[src/rtl/pmp_pkg.sv]
package pmp_pkg;

  typedef enum logic [1:0] {
    PRIV_U = 2'b00,
    PRIV_S = 2'b01,
    PRIV_M = 2'b11
  } priv_e;

  typedef enum logic [1:0] {
    ACC_R = 2'b00,
    ACC_W = 2'b01,
    ACC_X = 2'b10
  } acc_e;

  typedef enum logic [1:0] {
    AM_OFF   = 2'b00,
    AM_TOR   = 2'b01,
    AM_NAPOT = 2'b10
  } amode_e;

  // Stored region config; byte positions are mapped in pmp_cfg_regs
  typedef struct packed {
    logic       lock;
    logic [1:0] amode;
    logic       x;
    logic       w;
    logic       r;
  } pmp_cfg_t;

  localparam int unsigned CFG_LOCK_BIT = 7;
  localparam int unsigned CFG_AM_HI    = 4;
  localparam int unsigned CFG_AM_LO    = 3;

endpackage

[src/rtl/pmp_cfg_regs.sv]
module pmp_cfg_regs
  import pmp_pkg::*;
#(
  parameter int unsigned NUM_REGIONS = 16,
  parameter int unsigned ADDR_W      = 32,
  parameter int unsigned GRAIN_LSB   = 10,
  localparam int unsigned IDX_W = (NUM_REGIONS > 1) ? $clog2(NUM_REGIONS) : 1,
  localparam int unsigned AGW   = ADDR_W - GRAIN_LSB
) (
  input  logic                             clk_i,
  input  logic                             rst_ni,
  input  logic                             we_i,
  input  logic                             sel_i,
  input  logic [IDX_W-1:0]                 idx_i,
  input  logic [ADDR_W-1:0]                wdata_i,
  input  logic [1:0]                       mode_i,
  output pmp_cfg_t [NUM_REGIONS-1:0]       cfg_o,
  output logic [NUM_REGIONS-1:0][AGW-1:0]  addr_o
);

  logic     wr_ok;
  pmp_cfg_t cfg_new;
  logic     unused_wdata;

  assign wr_ok   = we_i && (mode_i == PRIV_M);
  assign cfg_new = '{lock:  wdata_i[CFG_LOCK_BIT],
                     amode: wdata_i[CFG_AM_HI:CFG_AM_LO],
                     x:     wdata_i[2],
                     w:     wdata_i[1],
                     r:     wdata_i[0]};
  assign unused_wdata = ^{wdata_i[6:5], wdata_i[GRAIN_LSB-1:8]};

  for (genvar g = 0; g < NUM_REGIONS; g++) begin : g_reg
    logic hit_wr;
    assign hit_wr = wr_ok && (idx_i == IDX_W'(g)) && !cfg_o[g].lock;

    always_ff @(posedge clk_i or negedge rst_ni) begin
      if (!rst_ni) begin
        cfg_o[g]  <= '0;
        addr_o[g] <= '0;
      end else if (hit_wr) begin
        if (sel_i) addr_o[g] <= wdata_i[ADDR_W-1:GRAIN_LSB];
        else       cfg_o[g]  <= cfg_new;
      end
    end
  end

endmodule

[config.mk]
export PLATFORM = sky130hd
export DESIGN_NAME = pmp_cfg_regs
export DESIGN_NICKNAME = d
export VERILOG_FILES = /design/src/rtl/pmp_pkg.sv /design/src/rtl/pmp_cfg_regs.sv
export SDC_FILE = /design/constraint.sdc
export NUM_CORES = 1
export LEC_CHECK = 0
export BUFFER_PORTS_ARGS = -buffer_cell sky130_fd_sc_hd__buf_2
export CORE_ASPECT_RATIO = 0.7
export CORE_MARGIN = 4
export CORE_UTILIZATION = 47
export CTS_CLUSTER_SIZE = 14
export DETAILED_ROUTE_END_ITERATION = 10
export PLACE_DENSITY = 0.76
export SYNTH_ARGS = -nofsm -noshare
export SYNTH_HDL_FRONTEND = slang
export SYNTH_SLANG_ARGS = --single-unit
[constraint.sdc]
create_clock -name clk_i -period 1.58 [get_ports clk_i]
set_input_delay 0.237 -clock clk_i [delete_from_list [all_inputs] [get_ports clk_i]]
set_output_delay 0.237 -clock clk_i [all_outputs]
set_load 0.03 [all_outputs]
# Word level (Yosys, flattened, before mapping)
# Cells that the tools add are included.
[op_classes]
n_eq_ne = 16
bitwise_logic = 1
reduce_logical = 82
[ops]
columns = ["operator", "count"]
rows = [
  ["$reduce_and A2 Y1", 32],
  ["$logic_and A1 B1 Y1", 33],
  ["$eq A4 B4 Y1 const B", 8],
  ["$eq A4 B3 Y1 const B", 4],
  ["$logic_not A1 Y1", 16],
  ["$eq A4 B2 Y1 const B", 2],
  ["$eq A4 B1 Y1 const B", 1],
  ["$logic_not A4 Y1", 1],
  ["$eq A2 B2 Y1 const B", 1],
  ["$not A1 Y1", 1],
]
[word_totals]
reg_bits = 448
in_bits = 42
word_cells = 195

# Longest topological paths before layout
# Gate-level depths: netlist (run 1).
[logic_depth]
ltp_word = 5
depth_mapped = 6
ltp_nobuf = 3

# Worst setup path after synthesis (run 1)
# Ideal clock, no wire load.
[synth_path]
path_type = "input to register"
startpoint = "input port idx_i[2]"
endpoint = "register cfg_o[12] in the netlist's numbering"
n_path_buf = 2
t_required_ps = 1455
slack_ps = -157
stages = 5
arrival_time_ps = 1611
cell_sequence = "or2_2 -> clkbuf_1 -> or4_1 -> buf_2 -> mux2_4"
[synth_via]
elab_chain_cells = 4
[synth_lines]
columns = ["item", "line_no", "rtl"]
rows = [
  ["from (decl)", "pmp_cfg_regs.sv:14", "input logic [IDX_W-1:0] idx_i,"],
  ["$eq A4 B2 Y1", "pmp_cfg_regs.sv:35", "assign hit_wr = wr_ok && (idx_i == IDX_W'(g)) && !cfg_o[g].lock;"],
  ["$logic_and A1 B1 Y1 (2 in a row)", "pmp_cfg_regs.sv:35", ""],
  ["$reduce_and A2 Y1 (no source line)", "-", ""],
  ["to (signal, indexed assignment)", "pmp_cfg_regs.sv:43", "else cfg_o[g] <= cfg_new;"],
  ["to (decl)", "pmp_cfg_regs.sv:17", "output pmp_cfg_t [NUM_REGIONS-1:0] cfg_o,"],
]
# No other way between the ends.
# A chain may end at the register's enable or synchronous reset.

# Final worst setup path (run 1)
[layout_path]
startpoint = "register cfg_o[77] in the netlist's numbering"
endpoint = "register addr_o[278] in the netlist's numbering"
[layout_via]
elab_chain_cells = 3
[layout_lines]
columns = ["item", "line_no", "rtl"]
rows = [
  ["$logic_not A1 Y1", "pmp_cfg_regs.sv:35", ""],
  ["$logic_and A1 B1 Y1", "pmp_cfg_regs.sv:35", ""],
  ["$reduce_and A2 Y1 (no source line)", "-", ""],
  ["to (signal, indexed assignment)", "pmp_cfg_regs.sv:42", "if (sel_i) addr_o[g] <= wdata_i[ADDR_W-1:GRAIN_LSB];"],
  ["to (decl)", "pmp_cfg_regs.sv:18", "output logic [NUM_REGIONS-1:0][AGW-1:0] addr_o"],
]
# No other way between the ends.

==> metrics.txt, run 1 <==
status=finished, final reports clean; antenna fix cells=0; DP Worst Slack=-303 ps; DRT Wirelength=50900 µm; Most used DFF post-synth=dfrtp_1; die area=0.0399 mm²; leak pwr=around 13 nW; Final Max Tran Viols=0; Worst setup EP type=flop; post-synth top area cell=dfrtp_1; DR iter-0 viols=between 500 and 600; die height=168 µm; Vias/cell=5.31; Total Nets Final=1627; layout cell share with drive strength beyond 1=0.688; DRC viols=0; Worst Skew=13.3 ps; Setup CP Type=reg -> reg; clock sinks=448; CTS tree=built; pwr/cell area=1260 mW/mm²; Psw=8.18 mW; CTS root buf=clkbuf_16; critical path arrival=around 2000 ps; Sequential Power Share=0.456; Clock transition at path regs=about 60 ps; Final Hold Slack=164 ps; post-synth top area share=0.650; DRT Pass-1 Iters=4; actual slew at the worst max-slew pin=486 ps; Skew-Pair Late Insertion Delay=550 ps; H-tree Lvls=2; register area=0.0112 mm²; relative slew slack=0.676; CP Launch Type=flop; maximum vdd ir drop=933 µV; Pint=20.2 mW; final setup vio count=0; syn_area_per_cell=16.8 µm²; final setup margin=1.92 ps; max incr delay on CP=410 ps; largest net degree at the start of global routing=83; Post-Syn Area=0.0173 mm²; YS warnings=0; Final period util=0.999; DIE WIDTH=237 µm; most numerous cell in the Yosys netlist=dfrtp_1; Synth top cells by count=dfrtp_1 (448), mux2_2 (398), clkbuf_1 (31); gr usage total=0.246; core area=0.0361 mm²; ys async rst share=1.00; final core occ=0.627; total vias in the final route=around 11000; post-route ant nets=0; CP cell instances=and3b_2 > and3b_2 > buf_12 > clkbuf_16 > mux2_4; Final Hold Fails=0; flops & latches, synth=448; Peak Freq=between 600 and 700 MHz; EDFF count, synth=0; Tmin final=1580 ps; combinational power share=0.170; Port Buffers=485; placer congestion estimate=0.837; post-synthesis sequential area ratio=0.650; worst path required time=2010 ps; Buf+Inv Stages, Crit Path=2; cells after synthesis=1026; Overflow after GRT=0; Cell variety after synth=25; clock buffer depth=3; number of global-route vias before repair=11900; Area contributors post-synth=dfrtp_1 (65%), mux2_2 (26%), mux2_4 (1.7%), nor4_4 (1.7%), mux2_1 (0.91%); critical path's slowest cell=dfrtp_2; area of the multi-input gates=0.00583 mm²; clock share of power=0.374; total power=about 28 mW; initial antenna violation count=0; Num CTS Buffers=43; first-pass GRT wire length=75700 µm; # fillers=2674; Initial Util=0.478; Min-Delay Path Class=in -> reg; synth-to-layout area growth=31.0%; family with the most delay on the worst path=simple AND/OR/NAND/NOR gates; Core Rows=58; Max FO, Critical Path=6; max-cap violations=0; Top cell by count, worst path=and3b_2; routed len/inst=24.2 µm; post-synthesis net count=approximately 1100; I/O pin count=490; Post-DP HPWL=35800 µm; Net Sw Frac=0.288; RSZ-0062 raised after global routing=yes
## stage by stage
stage,area (µm²),cells,TNS [ps]
after detailed placement,20800,2003,-87820
final,22600,2098,0
after CTS,22400,2086,-5.21
after global routing,22600,2098,-981
after floorplan,17400,1026,-7900
after global placement,20800,2003,-80870
## path summary, 6_finish.rpt
check | cells past startpoint | slack, ps | end | from
worst min register to register | 1 | 480 | addr_o[48]$_DFFE_PN0P_ | addr_o[48]$_DFFE_PN0P_
worst min-delay path | 2 | 160 | addr_o[148]$_DFFE_PN0P_ | wdata_i[26]
worst max register to register | 5 | 2 | addr_o[278]$_DFFE_PN0P_ | cfg_o[77]$_DFFE_PN0P_
min in group asynchronous | 2 | 170 | cfg_o[16]$_DFFE_PN0P_ | rst_ni
max in group asynchronous | 3 | 630 | addr_o[206]$_DFFE_PN0P_ | rst_ni
worst max-delay path | 5 | 2 | addr_o[278]$_DFFE_PN0P_ | cfg_o[77]$_DFFE_PN0P_
## routing by layer
metal	wire, µm	GRT usage	vias to the layer above
met3	3800	0.0655	86
met2	24700	0.406	402
li1	-	-	4761
met5	0	0	-
met1	20800	0.324	5892
met4	1570	0.0731	0
## cell usage in the layout, fill, tap and decap left out, drive strengths merged, types with 3 or more instances in the layout
cell type / n
a21o: 16
buf: 579
bufinv: 5
clkbuf: 66
clkinv: 8
dfrtp: 448
mux2: 432
nand2: 4
nand2b: 5
nand3: 5
nand4: 4
nor2: 6
nor3: 3
nor4: 18
or4: 6
## kinds of logic (layout without fill, tap and decap cells)
group | after synthesis | count (layout) | share of synthesized area
AOI/OAI and AO/OA | 16 | 16 | 0.00696
buffers and inverters | 70 | 662 | 0.0196
DFF | 448 | 448 | 0.650
muxes | 432 | 432 | 0.286
and+or+nand+nor | 60 | 60 | 0.0375
## area by class of cell
type	instances	share of cell area
repair buffers	584	0.155
flip-flops and latches	448	0.496
multi-input cells	508	0.258
clock inverters	16	0.00996
clock buffers	62	0.0548
well taps	480	0.0266
## power groups by stage
stage	sequential (mW)	clock [mW]	combinational [mW]
after floorplan	15.0	0	0.998
after global placement	13.1	0	4.75
after detailed placement	13.1	0	4.83
after CTS	12.9	10.9	4.85
after global routing	13.1	11.3	5.09
final	13.0	10.6	4.83
## worst reg2reg max path: stages, from the launching register on
cell,delay (ps)
dfrtp_2,410
and3b_2,240
and3b_2,200
buf_12,140
clkbuf_16,180
mux2_4,310
## state kept, by name, summed over array words and instances, names as in the netlist
| name | cells |
|---|---|
| addr_o | 352 |
| cfg_o | 96 |
## what timing repair did
action                                 4_1_cts  5_1_grt
endpoints found under the hold margin      306        0
gates resized for setup                     10       36
hold buffers                                 1        0
gates cloned                                 1        5
pin swaps                                    6        1
setup buffers                                3        7
setup endpoints to repair                  160      143
No activity file was read; power rests on OpenSTA's default activity.
==> run 2, diff against run 1 <==
REMOVE_ABC_BUFFERS = 1   (was default)
==> run 2 against run 1 <==
Compared with the run above:
- the run now ends with setup timing left
- global-route usage up 1.2 points
- sequential power barely moved
- total power decreased by 2.2%
- first-iteration DRC count is 10% higher
- clock skew rose by 4.6 ps
- core utilization increased by 0.090 points
- design area rose by 0.14%
- via count grew 1.5%
- cell count is essentially flat
- critical path type unchanged
==> metrics.txt, run 2 (synthesized netlist as in run 1, its figures left out) <==
die area=0.0399 mm²; post-route ant nets=0; critical path's slowest cell=dfrtp_1; pwr/cell area=around 1200 mW/mm²; initial antenna violation count=0; antenna fix cells=0; Total Nets Final=1630; number of global-route vias before repair=12200; DRC viols=0; critical path arrival=2010 ps; Critical path origin=cfg_o[77]$_DFFE_PN0P_; DP Worst Slack=-297 ps; core area=0.0361 mm²; CP cell instances=and3b_2 > and3b_4 > buf_6 > mux2_2; DRT Wirelength=53800 µm; clock buffer depth=3; placer congestion estimate=0.861; final setup margin=-9.27 ps; DRT Pass-1 Iters=4; final std cell area, no fill=0.0226 mm²; DR iter-0 viols=~590; final core occ=0.628; total power=27.8 mW; CP Launch Type=flop; clock sinks=448; Skew-Pair Late Insertion Delay=540 ps; FF-to-FF path depth=4; # fillers=2674; synth-to-layout area growth=31.2%; RR Startpoint=cfg_o[77]$_DFFE_PN0P_; Worst Skew=17.9 ps; most common cell after layout, fill and taps aside=buf_2; Final Hold Fails=0; Final period util=1.01; worst path required time=2000 ps; Initial Util=0.478; CTS root buf=clkbuf_16; final setup vio count=4; Largest Register=addr_o; Num CTS Buffers=43; biggest regs=addr_o: 352 flops, cfg_o: 96 flops; routed len/inst=25.7 µm; max incr delay on CP=380 ps; Final Hold Slack=between 100 and 150 ps; largest net degree at the start of global routing=56; layout cell share with drive strength beyond 1=0.682; first-pass GRT wire length=around 79000 µm; Core Rows=58; Min-Delay Path Class=in -> reg; relative slew slack=0.654; I/O pin count=490; Clock transition at path regs=60 ps; H-tree Lvls=2; RSZ-0062 raised after global routing=yes; Port Buffers=485; Tmin final=1590 ps; crit path to=addr_o[269]$_DFFE_PN0P_; total vias in the final route=11300; maximum vdd ir drop=between 1000 and 1500 µV; Post-DP HPWL=36300 µm; Reg2Reg Capture Point=addr_o[269]$_DFFE_PN0P_; Peak Freq=629 MHz; status=finished, violations left; gr usage total=0.258; failing checks=setup timing; CTS tree=built; leak pwr=approximately 13 nW; Final Max Tran Viols=0; DIE WIDTH=237 µm; die height=168 µm; max FFs per register=approximately 350; Setup CP Type=reg -> reg; actual slew at the worst max-slew pin=518 ps; Vias/cell=5.39; Overflow after GRT=0; Worst setup EP type=flop; most frequent cells in the layout=buf_2 (480), dfrtp_1 (446), mux2_2 (378); reg-to-reg setup timing slack=-9 ps; Max FO, Critical Path=5; max-cap violations=0; Placed Area=0.0210 mm²
-- run 2: report_power, final --
part	switching, mW	total, mW	internal (mW)
clock	4.32	9.96	5.64
sequential	0.541	13.0	12.4
combinational	3.31	4.88	1.57
total	8.18	27.8	19.6
-- run 2: area by class of cell --
class,instances,area [µm²],share of cell area
Clock inverter,8,68.8,0.00304
Tap cell,480,601,0.0265
Timing Repair Buffer,587,3640,0.161
Clock buffer,65,1290,0.0570
Multi-Input combinational cell,508,5830,0.257
Sequential cell,448,11200,0.495
-- run 2: through the flow --
stage | std cells | TNS (ps)
floorplan | 956 | -250200
global placement | 2010 | -75380
detailed placement | 2010 | -86950
CTS | 2087 | -1.64
global route | 2096 | -503
finish | 2096 | -22.6
-- run 2: metal layers --
metal | share of wire | GRT usage | up-vias
met4 | 0.035 | 0.0850 | 0
met1 | 0.43 | 0.344 | 5978
met3 | 0.075 | 0.0730 | 106
met5 | 0 | 0 | -
met2 | 0.46 | 0.413 | 434
li1 | - | - | 4789
-- run 2: worst max-delay path: cells and delay by family (launching register included) --
| family | cells | cell delay (ps) |
|---|---|---|
| buf+inv | 1 | 180 |
| flops | 1 | 380 |
| simple gates | 2 | 570 |
| mux | 1 | 330 |
-- run 2: how the worst min path moves through the flow --
stage                start                       to  slack (ps)  cells after the start
3_3_place_gp        rst_ni    addr_o[0]$_DFFE_PN0P_         180                      1
3_5_place_dp        rst_ni   addr_o[68]$_DFFE_PN0P_         180                      1
4_1_cts        wdata_i[26]  addr_o[126]$_DFFE_PN0P_         100                      2
2_1_floorplan       rst_ni    addr_o[0]$_DFFE_PN0P_         -60                      0
5_1_grt        wdata_i[23]  addr_o[145]$_DFFE_PN0P_         140                      2
6_report       wdata_i[26]  addr_o[126]$_DFFE_PN0P_         140                      2
-- run 2: timing repair --
| item | 4_1_cts | 5_1_grt |
|---|---|---|
| setup buffers | 3 | 4 |
| resized for setup | 9 | 37 |
| setup endpoints to repair | 94 | 84 |
| gates cloned | 0 | 5 |
| hold endpoints to repair | 150 | 0 |
| pin swaps | 2 | 4 |
| hold buffers | 1 | 0 |
==> run 3, diff against run 2 <==
SETUP_SLACK_MARGIN = 0.02   (was default)
==> run 3 against run 2 <==
Compared with the run above:
- sequential power about the same
- total power increased by 0.11%
- clock skew decreased by 1.8 ps
- count of clock-buffer cells in the layout did not move
- the flow still finishes with violations (setup timing)
- register-to-register slack about the same
- critical endpoint is now addr_o[271]$_DFFE_PN0P_
==> metrics.txt, run 3 (synthesized netlist as in run 1, its figures left out) <==
initial antenna violation count=0; maximum vdd ir drop=1000 µV; Total Nets Final=1633; Pint=~20 mW; DR iter-0 viols=655; Num CTS Buffers=43; DRT Wirelength=54800 µm; reg-to-reg setup timing slack=-8 ps; clock sinks=about 450; die height=168 µm; Post-DP HPWL=36300 µm; most common cell after layout, fill and taps aside=buf_2; DP Worst Slack=-297 ps; Vias/cell=5.40; post-route ant nets=0; routed len/inst=26.1 µm; pwr/cell area=1220 mW/mm²; CTS tree=built; max-cap violations=0; CTS root buf=clkbuf_16; I/O pin count=490; final setup margin=-7.86 ps; Placed Area=0.0210 mm²; Final period util=1.00; Tmin final=approximately 1600 ps; DP Cell Count=2010; Worst Skew=16.1 ps; FF-to-FF path depth=4; Final Hold Slack=143 ps; max FFs per register=352; Setup CP Type=reg -> reg; gr usage total=0.258; Core Rows=58; layout cell share with drive strength beyond 1=0.685; biggest regs=addr_o: 352 flops, cfg_o: 96 flops; Largest Register=addr_o; largest net degree at the start of global routing=56; clock buffer depth=3; final core occ=0.632; Sequential Power Share=0.466; DRT Pass-1 Iters=4; Reg2Reg Capture Point=addr_o[271]$_DFFE_PN0P_; die area=0.0399 mm²; most frequent cells in the layout=buf_2 (475), dfrtp_1 (444), mux2_2 (378); Skew-Pair Late Insertion Delay=540 ps; core area=0.0361 mm²; synth-to-layout area growth=32.0%; Critical path origin=cfg_o[77]$_DFFE_PN0P_; final std cell area, no fill=0.0228 mm²; Net Sw Frac=0.294; Final Non-Filler Cells=2100; Peak Freq=630 MHz; Max FO, Critical Path=5; critical path arrival=2010 ps; number of global-route vias before repair=12200; Port Buffers=485; Min-Delay Path Class=in -> reg; Initial Util=0.478; Final Max Tran Viols=0; Clock transition at path regs=approximately 60 ps; first-pass GRT wire length=79000 µm; worst path required time=2000 ps; total power=27.8 mW; placer congestion estimate=0.861; leak pwr=approximately 13 nW; RR Startpoint=cfg_o[77]$_DFFE_PN0P_; Overflow after GRT=0; DRC viols=0; Final Hold Fails=0; CP Launch Type=flop; combinational power share=0.176; H-tree Lvls=2; actual slew at the worst max-slew pin=521 ps; crit path to=addr_o[271]$_DFFE_PN0P_; relative slew slack=0.653; DIE WIDTH=237 µm; status=finished, violations left; RSZ-0062 raised after global routing=yes; Psw=between 8 and 9 mW; final setup vio count=4; failing checks=setup timing; clock share of power=0.358; setup tns final=-21.3 ps; Worst setup EP type=flop; total vias in the final route=approximately 11000
run 3: layout make-up:
type                    instances  area, µm²
clock inverters                 8       68.8
diodes                          1       2.50
fillers                      2663      13300
well taps                     480        601
repair buffers                590       3750
multi-input cells             508       5850
flip-flops and latches        448      11200
clock buffers                  65       1290
run 3: power by group through the flow:
stage / combinational, mW / sequential, mW / clock (mW)
after detailed placement: 4.86 / 13.1 / 0
after floorplan: 0.915 / 15.0 / 0
final: 4.91 / 13.0 / 9.96
after global placement: 4.78 / 13.1 / 0
after CTS: 4.89 / 12.9 / 10.2
after global routing: 5.15 / 13.1 / 10.7
run 3: how the worst min path moves through the flow:
| stage | depth (start not counted) | slack, ps | to | from |
|---|---|---|---|---|
| after global routing | 2 | 140 | addr_o[145]$_DFFE_PN0P_ | wdata_i[23] |
| after detailed placement | 1 | 180 | addr_o[68]$_DFFE_PN0P_ | rst_ni |
| after CTS | 2 | 100 | addr_o[126]$_DFFE_PN0P_ | wdata_i[26] |
| final | 2 | 140 | addr_o[126]$_DFFE_PN0P_ | wdata_i[26] |
| after global placement | 1 | 180 | addr_o[0]$_DFFE_PN0P_ | rst_ni |
| after floorplan | 0 | -60 | addr_o[0]$_DFFE_PN0P_ | rst_ni |
run 3: repair_timing:
action / 4_1_cts / 5_1_grt
setup endpoints to repair: 138 / 151
gates resized for setup: 16 / 52
hold endpoints to repair: 150 / 0
gates cloned: 0 / 8
pin swaps: 2 / 9
setup buffers: 3 / 6
hold buffers: 1 / 0
run 3: worst max-delay path, stage by stage, from the launching register on:
cell       delay [ps]
dfrtp_1           380
and3b_2           250
and3b_4           320
clkbuf_16         210
mux2_4            300
run 3: per-layer routing:
metal,vias up,GRT usage,part of all wire
met5,-,0,0
met2,441,0.413,0.47
met4,0,0.0842,0.033
met3,97,0.0719,0.076
met1,5988,0.345,0.42
li1,4806,-,-
